### src/rtl/useq_pkg.sv
package useq_pkg;

  localparam int UA_W   = 4;
  localparam int OP_W   = 6;
  localparam int WORD_W = 17;

  typedef enum logic [1:0] {
    SQ_FETCH = 2'b00,
    SQ_DISP  = 2'b01,
    SQ_NEXT  = 2'b10,
    SQ_RSVD  = 2'b11
  } seq_e;

  localparam logic [1:0] ALU_ADD  = 2'b00;
  localparam logic [1:0] ALU_SUB  = 2'b01;
  localparam logic [1:0] ALU_FUNC = 2'b10;
  localparam logic [1:0] ALU_OR   = 2'b11;

  localparam logic [2:0] OPB_RT   = 3'b000;
  localparam logic [2:0] OPB_FOUR = 3'b001;
  localparam logic [2:0] OPB_SX   = 3'b010;
  localparam logic [2:0] OPB_SXSH = 3'b011;
  localparam logic [2:0] OPB_ZX   = 3'b100;

  localparam logic [1:0] DST_NONE  = 2'b00;
  localparam logic [1:0] DST_RD_AL = 2'b01;
  localparam logic [1:0] DST_RT_AL = 2'b10;
  localparam logic [1:0] DST_RT_MM = 2'b11;

  localparam logic [2:0] MEM_NONE  = 3'b000;
  localparam logic [2:0] MEM_RD_PC = 3'b001;
  localparam logic [2:0] MEM_RD_AL = 3'b010;
  localparam logic [2:0] MEM_WR_AL = 3'b011;

  localparam logic [2:0] PCW_NONE = 3'b000;
  localparam logic [2:0] PCW_ALU  = 3'b001;
  localparam logic [2:0] PCW_COND = 3'b010;

  localparam logic [OP_W-1:0] OPC_REG   = 6'h00;
  localparam logic [OP_W-1:0] OPC_BREQ  = 6'h04;
  localparam logic [OP_W-1:0] OPC_ORIM  = 6'h0D;
  localparam logic [OP_W-1:0] OPC_LOAD  = 6'h23;
  localparam logic [OP_W-1:0] OPC_STORE = 6'h2B;

  localparam logic [UA_W-1:0] UA_FETCH  = 4'd0;
  localparam logic [UA_W-1:0] UA_DECODE = 4'd1;
  localparam logic [UA_W-1:0] UA_LOAD   = 4'd2;
  localparam logic [UA_W-1:0] UA_STORE  = 4'd5;
  localparam logic [UA_W-1:0] UA_REG    = 4'd7;
  localparam logic [UA_W-1:0] UA_BREQ   = 4'd9;
  localparam logic [UA_W-1:0] UA_ORIM   = 4'd10;

  typedef struct packed {
    logic [1:0] alu;
    logic       opa;
    logic [2:0] opb;
    logic [1:0] dst;
    logic [2:0] mem;
    logic       irw;
    logic [2:0] pcw;
    seq_e       seq;
  } uword_t;

  function automatic uword_t ucode_word(input logic [UA_W-1:0] a);
    uword_t w;
    w.alu = ALU_ADD;
    w.opa = 1'b0;
    w.opb = OPB_RT;
    w.dst = DST_NONE;
    w.mem = MEM_NONE;
    w.irw = 1'b0;
    w.pcw = PCW_NONE;
    w.seq = SQ_FETCH;
    case (a)
      4'd0: begin
        w.opb = OPB_FOUR; w.mem = MEM_RD_PC; w.irw = 1'b1;
        w.pcw = PCW_ALU;  w.seq = SQ_NEXT;
      end
      4'd1: begin w.opb = OPB_SXSH; w.seq = SQ_DISP; end
      4'd2: begin w.opa = 1'b1; w.opb = OPB_SX; w.seq = SQ_NEXT; end
      4'd3: begin w.mem = MEM_RD_AL; w.seq = SQ_NEXT; end
      4'd4: begin w.dst = DST_RT_MM; end
      4'd5: begin w.opa = 1'b1; w.opb = OPB_SX; w.seq = SQ_NEXT; end
      4'd6: begin w.mem = MEM_WR_AL; end
      4'd7: begin w.alu = ALU_FUNC; w.opa = 1'b1; w.seq = SQ_NEXT; end
      4'd8: begin w.dst = DST_RD_AL; end
      4'd9: begin w.alu = ALU_SUB; w.opa = 1'b1; w.pcw = PCW_COND; end
      4'd10: begin
        w.alu = ALU_OR; w.opa = 1'b1; w.opb = OPB_ZX; w.seq = SQ_NEXT;
      end
      4'd11: begin w.dst = DST_RT_AL; end
      default: ;
    endcase
    return w;
  endfunction

endpackage

### src/rtl/useq_store.sv
module useq_store
  import useq_pkg::*;
#(
  parameter int AW = UA_W,
  parameter int DW = WORD_W
) (
  input  logic          clk,
  input  logic [AW-1:0] rd_addr,
  output logic [DW-1:0] rd_word
);
  localparam int DEPTH = 1 << AW;

  logic [DW-1:0] rom [DEPTH];

  initial begin
    for (int i = 0; i < DEPTH; i++) begin
      rom[i] = DW'(ucode_word(UA_W'(i)));
    end
  end

  // synchronous read, block-RAM style
  always_ff @(posedge clk) begin
    rd_word <= rom[rd_addr];
  end

endmodule

### src/rtl/useq_dispatch.sv
module useq_dispatch
  import useq_pkg::*;
#(
  parameter int OW = OP_W,
  parameter int AW = UA_W
) (
  input  logic [OW-1:0] opcode,
  output logic [AW-1:0] target,
  output logic          hit
);
  always_comb begin
    hit    = 1'b1;
    target = '0;
    case (opcode)
      OW'(OPC_LOAD):  target = AW'(UA_LOAD);
      OW'(OPC_STORE): target = AW'(UA_STORE);
      OW'(OPC_REG):   target = AW'(UA_REG);
      OW'(OPC_BREQ):  target = AW'(UA_BREQ);
      OW'(OPC_ORIM):  target = AW'(UA_ORIM);
      default:        hit    = 1'b0;
    endcase
  end

endmodule

### src/rtl/useq_next.sv
module useq_next
  import useq_pkg::*;
#(
  parameter int AW = UA_W
) (
  input  logic          rst,
  input  seq_e          seq,
  input  logic [AW-1:0] cur,
  input  logic [AW-1:0] disp_tgt,
  input  logic          disp_hit,
  output logic [AW-1:0] nxt,
  output logic          bad_nxt
);
  always_comb begin
    nxt     = '0;
    bad_nxt = 1'b0;
    if (!rst) begin
      case (seq)
        SQ_NEXT: nxt = cur + AW'(1);
        SQ_DISP: begin
          if (disp_hit) nxt = disp_tgt;
          else          bad_nxt = 1'b1;
        end
        default: nxt = '0;
      endcase
    end
  end

endmodule

### src/rtl/useq_decode.sv
module useq_decode
  import useq_pkg::*;
(
  input  uword_t     w,
  output logic [1:0] alu_fn,
  output logic       opa_sel,
  output logic [2:0] opb_sel,
  output logic       rf_we,
  output logic       rf_wsrc_mem,
  output logic       rf_dst_rd,
  output logic       mem_re,
  output logic       mem_we,
  output logic       mem_addr_alu,
  output logic       ir_we,
  output logic       pc_we,
  output logic       pc_we_cond,
  output logic       pc_from_reg
);
  always_comb begin
    alu_fn       = w.alu;
    opa_sel      = w.opa;
    opb_sel      = w.opb;
    rf_we        = (w.dst != DST_NONE);
    rf_wsrc_mem  = (w.dst == DST_RT_MM);
    rf_dst_rd    = (w.dst == DST_RD_AL);
    mem_re       = (w.mem == MEM_RD_PC) || (w.mem == MEM_RD_AL);
    mem_we       = (w.mem == MEM_WR_AL);
    mem_addr_alu = (w.mem == MEM_RD_AL) || (w.mem == MEM_WR_AL);
    ir_we        = w.irw;
    pc_we        = (w.pcw == PCW_ALU);
    pc_we_cond   = (w.pcw == PCW_COND);
    pc_from_reg  = (w.pcw == PCW_COND);
  end

endmodule

### src/rtl/ucode_sequencer.sv
module ucode_sequencer
  import useq_pkg::*;
#(
  parameter int OW = OP_W,
  parameter int AW = UA_W
) (
  input  logic          clk,
  input  logic          rst,
  input  logic [OW-1:0] opcode,
  input  logic          alu_zero,
  output logic [AW-1:0] uaddr,
  output logic          bad_opcode,
  output logic [1:0]    alu_fn,
  output logic          opa_sel,
  output logic [2:0]    opb_sel,
  output logic          rf_we,
  output logic          rf_wsrc_mem,
  output logic          rf_dst_rd,
  output logic          mem_re,
  output logic          mem_we,
  output logic          mem_addr_alu,
  output logic          ir_we,
  output logic          pc_we,
  output logic          pc_we_cond,
  output logic          pc_from_reg,
  output logic          pc_load
);
  logic [AW-1:0]     ua_q, ua_d, disp_tgt;
  logic              bad_q, bad_d, disp_hit;
  logic [WORD_W-1:0] word_raw;
  uword_t            uw;

  assign uw = uword_t'(word_raw);

  useq_dispatch #(.OW(OW), .AW(AW)) u_disp (
    .opcode (opcode),
    .target (disp_tgt),
    .hit    (disp_hit)
  );

  useq_next #(.AW(AW)) u_next (
    .rst      (rst),
    .seq      (uw.seq),
    .cur      (ua_q),
    .disp_tgt (disp_tgt),
    .disp_hit (disp_hit),
    .nxt      (ua_d),
    .bad_nxt  (bad_d)
  );

  // the store is read with the next address so its word lines up with ua_q
  useq_store #(.AW(AW), .DW(WORD_W)) u_store (
    .clk     (clk),
    .rd_addr (ua_d),
    .rd_word (word_raw)
  );

  always_ff @(posedge clk) begin
    if (rst) begin
      ua_q  <= '0;
      bad_q <= 1'b0;
    end else begin
      ua_q  <= ua_d;
      bad_q <= bad_d;
    end
  end

  useq_decode u_dec (
    .w            (uw),
    .alu_fn       (alu_fn),
    .opa_sel      (opa_sel),
    .opb_sel      (opb_sel),
    .rf_we        (rf_we),
    .rf_wsrc_mem  (rf_wsrc_mem),
    .rf_dst_rd    (rf_dst_rd),
    .mem_re       (mem_re),
    .mem_we       (mem_we),
    .mem_addr_alu (mem_addr_alu),
    .ir_we        (ir_we),
    .pc_we        (pc_we),
    .pc_we_cond   (pc_we_cond),
    .pc_from_reg  (pc_from_reg)
  );

  assign uaddr      = ua_q;
  assign bad_opcode = bad_q;
  assign pc_load    = pc_we | (pc_we_cond & alu_zero);

  AST_SEQ_STEP: assert property (@(posedge clk) disable iff (rst)
    (uw.seq == SQ_NEXT) |=> (uaddr == $past(uaddr) + 1'b1));
  AST_FETCH_RET: assert property (@(posedge clk) disable iff (rst)
    (uw.seq == SQ_FETCH) |=> (uaddr == '0));
  AST_MISS_FLAG: assert property (@(posedge clk) disable iff (rst)
    (uw.seq == SQ_DISP && !disp_hit) |=> (bad_opcode && uaddr == '0));
  AST_FLAG_ONE_CYCLE: assert property (@(posedge clk) disable iff (rst)
    bad_opcode |=> !bad_opcode);
  AST_PC_GATE: assert property (@(posedge clk) disable iff (rst)
    (pc_load && !pc_we) |-> (alu_zero && pc_we_cond));

endmodule

### config.mk
export PLATFORM = sky130hd
export DESIGN_NAME = ucode_sequencer
export DESIGN_NICKNAME = d
export VERILOG_FILES = /design/src/rtl/useq_pkg.sv /design/src/rtl/useq_store.sv /design/src/rtl/useq_dispatch.sv /design/src/rtl/useq_next.sv /design/src/rtl/useq_decode.sv /design/src/rtl/ucode_sequencer.sv
export SDC_FILE = /design/constraint.sdc
export NUM_CORES = 1
export LEC_CHECK = 0
export ABC_CLOCK_PERIOD_IN_PS = 2500
export BUFFER_PORTS_ARGS = -buffer_cell sky130_fd_sc_hd__buf_2
export CORE_UTILIZATION = 40
export CTS_CLUSTER_SIZE = 24
export DETAILED_ROUTE_END_ITERATION = 6
export SYNTH_ARGS = -nofsm -noshare
export SYNTH_HDL_FRONTEND = slang
export SYNTH_SLANG_ARGS = --single-unit
### constraint.sdc
create_clock -name clk -period 2.5 [get_ports clk]
set_input_delay 0.5 -clock clk [delete_from_list [all_inputs] [get_ports clk]]
set_output_delay 0.5 -clock clk [all_outputs]
set_load 0.02 [all_outputs]
* Yosys cells after proc, flatten, opt, wreduce, memory -nomap -nowiden
Memories as Yosys holds them, arrays and structs flattened. A register that Yosys moved wholly into a read port is not among the register bits.
Cells that the tools add are included.
** Word-level totals
- Memories kept :: 1
- ROM bits :: 240
- Logic and storage cells :: 33
- Bits in writable memories :: 0
- Flip-flop bits (word level) :: 22
- Bits in latches :: 0
** Memories
- u_store.rom :: depth 16, width 15, rd ports 1, clocked after Yosys merged registers in 1, wr ports 0, line useq_store.sv:13 : logic [DW-1:0] rom [DEPTH];
** Operators by class
- Add/sub/neg operators :: 1
- Shift operators :: 0
- Equality and inequality tests :: 13
- Divide/modulo/power cells :: 0
- Multiply operators :: 0
- Reduce and logical (&&, ||, !) cells :: 6
- Bitwise gates (word level) :: 3
- Mux-type cells :: 6
- $lt $le $gt $ge :: 0
** Operators with widths (count)
- 4-bit case mux with 5 select lines :: 1
- 6-bit == test, second input constant :: 2
- 3-bit by 2-bit == test with 1-bit output, second input constant :: 3
- 4-bit two-way mux :: 2
- 4-bit case mux with 2 select lines :: 1
- 3-bit by 1-bit == test with 1-bit output, second input constant :: 2
- 6-bit by 3-bit == test with 1-bit output, second input constant :: 1
- 6-bit by 4-bit == test with 1-bit output, second input constant :: 1
- 6-bit zero test :: 1
- 5-bit OR reduction :: 1
- 4-bit by 1-bit adder with 4-bit output, second input constant :: 1
- 2-bit by 1-bit == test with 1-bit output, second input constant :: 2
- 2-bit == test, second input constant :: 2
- 1-bit logical OR :: 2
- 1-bit two-way mux :: 2
- 2-bit nonzero test :: 1
- 2-bit OR reduction :: 1
- 1-bit bitwise AND :: 1
- 1-bit inverter :: 1
- 1-bit OR :: 1

* Logic depth before layout (Yosys ltp)
- Depth after elaboration :: 6
- Gate-level depth with buffers :: 10
- Depth with buffers taken out :: 10

* Modules after synthesis
Synthesis repeated with hierarchy kept, for this count alone.
** Second synthesis, totals
- Cells, all modules :: 119
- Area total of the unflattened synthesis :: 1091.0 µm²
** Modules (own cells, without submodules)
- useq_store :: area an instance 568.0 µm², sequential area each 280.3 µm², instances 1, cells each 53
- useq_next :: area an instance 150.1 µm², sequential area each 0.0 µm², instances 1, cells each 20
- ucode_sequencer :: area an instance 138.9 µm², sequential area each 100.1 µm², instances 1, cells each 11
- useq_decode :: area an instance 126.4 µm², sequential area each 0.0 µm², instances 1, cells each 17
- useq_dispatch :: area an instance 107.6 µm², sequential area each 0.0 µm², instances 1, cells each 18

* Least setup slack after synthesis
OpenSTA, ideal clock, no wires.
- Path type :: input port to flip-flop
- Start :: input opcode[1]
- End :: register u_store.rd_word[14], read port of u_store.rom
- Arrival time :: 2.026 ns
- Stages :: 7
- Path slack :: 0.346 ns
- Cells stage by stage :: nor4b_4 -> o21ai_1 -> a311oi_2 -> inv_1 -> ha_1 -> and3_1 -> o21bai_1
** Between the ends
- Word-level cells in the longest chain between the ends :: 6
** Ends and longest elaborated chain
- from (decl) :: line ucode_sequencer.sv:9 : input logic [OW-1:0] opcode,
- 6-bit == test, or another cell as far along :: line useq_dispatch.sv:14 : case (opcode)
- 5-bit OR reduction (no source line)
- 1-bit two-way mux :: line useq_dispatch.sv:14
- 4-bit two-way mux (*) :: line useq_next.sv:21 : if (disp_hit) nxt = disp_tgt;
- 4-bit case mux with 2 select lines (*) :: line useq_next.sv:18 : case (seq)
- 4-bit two-way mux (*) :: line useq_next.sv:17 : if (!rst) begin
- via u_next.nxt[1] :: line useq_next.sv:11 : output logic [AW-1:0] nxt,
- to (decl) :: line useq_store.sv:9 : output logic [DW-1:0] rd_word
The timed path passes the listed nets; every way through them passes the cells marked *.
A chain may end at the register's enable or synchronous reset.

* Worst setup path after layout
- Start :: register u_store.rd_word[1], read port of u_store.rom
- End :: register u_store.rd_word[14], read port of u_store.rom
** Between the ends
- Word-level cells in the longest chain between the ends :: 3
** Ends and longest elaborated chain (line)
- 2-bit by 1-bit == test with 1-bit output / 2-bit == test (equally long branches) :: useq_next.sv:18
- 4-bit case mux with 2 select lines (*) :: useq_next.sv:18
- 4-bit two-way mux (*) :: useq_next.sv:17
- via u_next.nxt[1] :: useq_next.sv:11
Marks and branches as above.

==> flow_summary.json <==
{
  "layout_setup_ws_ps": 419.3,
  "gp_congestion": 0.7818,
  "wl_per_cell_um": 12.00,
  "grt_use_total_pct": 16.56,
  "drc_errors": 0,
  "synthCells": 106,
  "cp.arrival_ps": 2270,
  "syn-cell-area_um2": 1070,
  "cp_slowest_cell": "dfxtp_1",
  "synth_edf_count": 0,
  "fin_crit_sh_pct": 83.23,
  "end_kind": "flop",
  "cp_max_fo": 3,
  "dpl.cell_count": 160,
  "ioPinCount": 31,
  "vias": 838,
  "dp_slack_ps": 245.0,
  "yosys.area.top_type_share_pct": 35.56,
  "synth-seq-cells": 19,
  "synth_common_cells": "dfxtp_1 (19), ha_1 (10), inv_1 (7), buf_4 (6), and3_1 (5)",
  "drt_iter0_markers": 20,
  "status": "completed",
  "slew_headroom_pct": 70.30,
  "ant_nets": 0,
  "coreArea_um2": 2500,
  "die_area_um2": 2885,
  "hold_depth": 2,
  "post_cts_resized": 0,
  "hold_class": "in2reg",
  "min_to": "bad_opcode$_SDFF_PP0_",
  "max_stage_delay_ps": 330,
  "rrSetupSlack_ps": 420,
  "setup_viol_count_final": 0,
  "max_freq_ghz": 0.4806,
  "worstMarginPinSlew_ps": 445.4,
  "power_density_nw_per_um2": 858.7,
  "slew_viol_final": 0,
  "ys_top_cells_by_area": "dfxtp_1 (36%), ha_1 (12%), buf_4 (4.2%), and3_1 (2.9%), a311oi_2 (2.8%)",
  "worstPathRequired_ps": 2690,
  "irDropWorstVdd_uv": 658.2,
  "cts_buffers": 3,
  "drtPass1Iterations": 4,
  "synth.distinct_cells": 41,
  "synthFlopType": "dfxtp_1",
  "clock_latency_ps": 300,
  "grt_pass1_wl_mm": 3.353,
  "cts_tree": "yes",
  "period_needed_ps": 2081,
  "drv_cap": 0,
  "place_area_um2": 1209,
  "finalClockSkew_ps": 1.807,
  "wl_mm": 1.968,
  "syn-num-nets": 125,
  "ys_seq_area_share_pct": 35.56,
  "r2r_start": "u_store.rd_word[1]$_DFF_P_",
  "fin_area_um2": 1236,
  "path_clk_slew_ps": 110,
  "cp_cell_sequence": "inv_1 > ha_1 > nor3b_2 > nand3b_1 > a311oi_2 > inv_1 > ha_1 > and3_1 > o21bai_1",
  "p_leak_nw": 0.6416,
  "finalNonFillerCells": 164,
  "via_per_inst": 5.110,
  "ctsHtreeMaxLevel": 1,
  "grt_pass1_vias": 728,
  "nNetsFinal": 154,
  "finalSetupTns_ps": 0,
  "rsz0062_at_grt": "false",
  "r2r-end": "u_store.rd_word[14]$_DFF_P_",
  "power.total_mw": 1.061,
  "crit_path_start": "u_store.rd_word[1]$_DFF_P_",
  "io_buffers": 30,
  "clockBufferDepth": 2,
  "synth_top_area_cell": "dfxtp_1",
  "antennaDiodeCount": 0,
  "start_util_pct": 42.79,
  "critPathLaunchType": "flop",
  "dp_hpwl_mm": 1.533,
  "postCtsHoldBufs": 0,
  "grt_max_degree": 12,
  "reg2reg_depth": 9,
  "cts.sinks": 19,
  "antenna_found_initial": 0,
  "yosysMostFrequentCell": "dfxtp_1",
  "drive_gt1_share_pct": 35.82,
  "crit_type": "reg2reg",
  "area_growth_pct": 15.56,
  "cts_root_buf": "clkbuf_4",
  "grt.overflow.total": 0,
  "fp.dieW_um": 53.72,
  "avgSynthCellArea_um2": 10.09,
  "synth-async-reset-ratio_pct": 0,
  "num_rows": 18,
  "hp-start": "rst",
  "finalHoldViolations": 0,
  "die_y_um": 53.72,
  "post-cts-setup-buffers": 0,
  "yosysWarnings": 0
}
==> cells in the final DEF, fill, tap and decap left out, types with 3 or more instances in the layout <==
cell type  instances
nand2_1            4
and2_1             4
ha_1              10
and3_1             5
nand3_1            3
nor2b_1            4
a22o_1             3
buf_2             30
dfxtp_1           19
nor2_1             4
clkbuf_4           3
inv_1              7
==> worst max-delay path by stage <==
stage	to	slack, ps	cells past startpoint
after floorplan	u_store.rd_word[14]$_DFF_P_	350	7
after global placement	u_store.rd_word[14]$_DFF_P_	270	8
after detailed placement	u_store.rd_word[14]$_DFF_P_	240	8
after CTS	u_store.rd_word[14]$_DFF_P_	390	9
after global routing	u_store.rd_word[14]$_DFF_P_	250	9
final	u_store.rd_word[14]$_DFF_P_	420	9
==> state kept, by name (all words and copies together), names as in the netlist <==
register / count
uaddr: 4
u_store.rd_word: 14
bad_opcode: 1
==> critical path: cells and delay by family (launching register included) <==
kind	cells	cell delay [ps]
DFF	1	330
AOI/OAI and AO/OA	2	450
buffers and inverters	2	170
and+or+nand+nor	3	550
adders and majority gates	2	460
==> layer usage <==
metal	wire, µm	part of all wire (%)	global-route usage (%)	vias up
li1	-	-	-	419
met1	911	46	21.69	380
met2	889	45	25.72	34
met3	125	6.4	3.390	5
met4	40	2.0	7.895	0
met5	0	0	0	-
==> logic make-up after synthesis <==
kind of cell	synth area share [%]
fa+ha+maj	11.70
simple gates	23.62
xor+xnor	2.457
flops	35.56
mux	3.275
buf+inv	8.305
compound gates	15.09
==> cell type report <==
cell class | instances | area, µm²
Timing Repair Buffer | 31 | 157.7
Multi-Input combinational cell | 72 | 600.6
Clock buffer | 3 | 22.52
Fill cell | 252 | 1264
Sequential cell | 19 | 380.4
Tap cell | 30 | 37.54
Clock inverter | 1 | 5.005
Inverter | 8 | 32.53
==> metrics by stage <==
step	hold WS, ps	util (%)
CTS	432.2	49.45
global route	428.4	49.45
finish	441.7	49.45
detailed placement	635.7	48.35
floorplan	576.1	-
global placement	646.3	48.35
==> power by group <==
part	leakage (nW)	switching (mW)	total, mW	internal (mW)
clock network	0.0177	0.0974	0.157	0.0597
registers	0.155	0.0274	0.388	0.361
logic	0.469	0.308	0.516	0.208
total	0.642	0.432	1.06	0.629
Note: power is estimated with default switching activity, not from simulation.
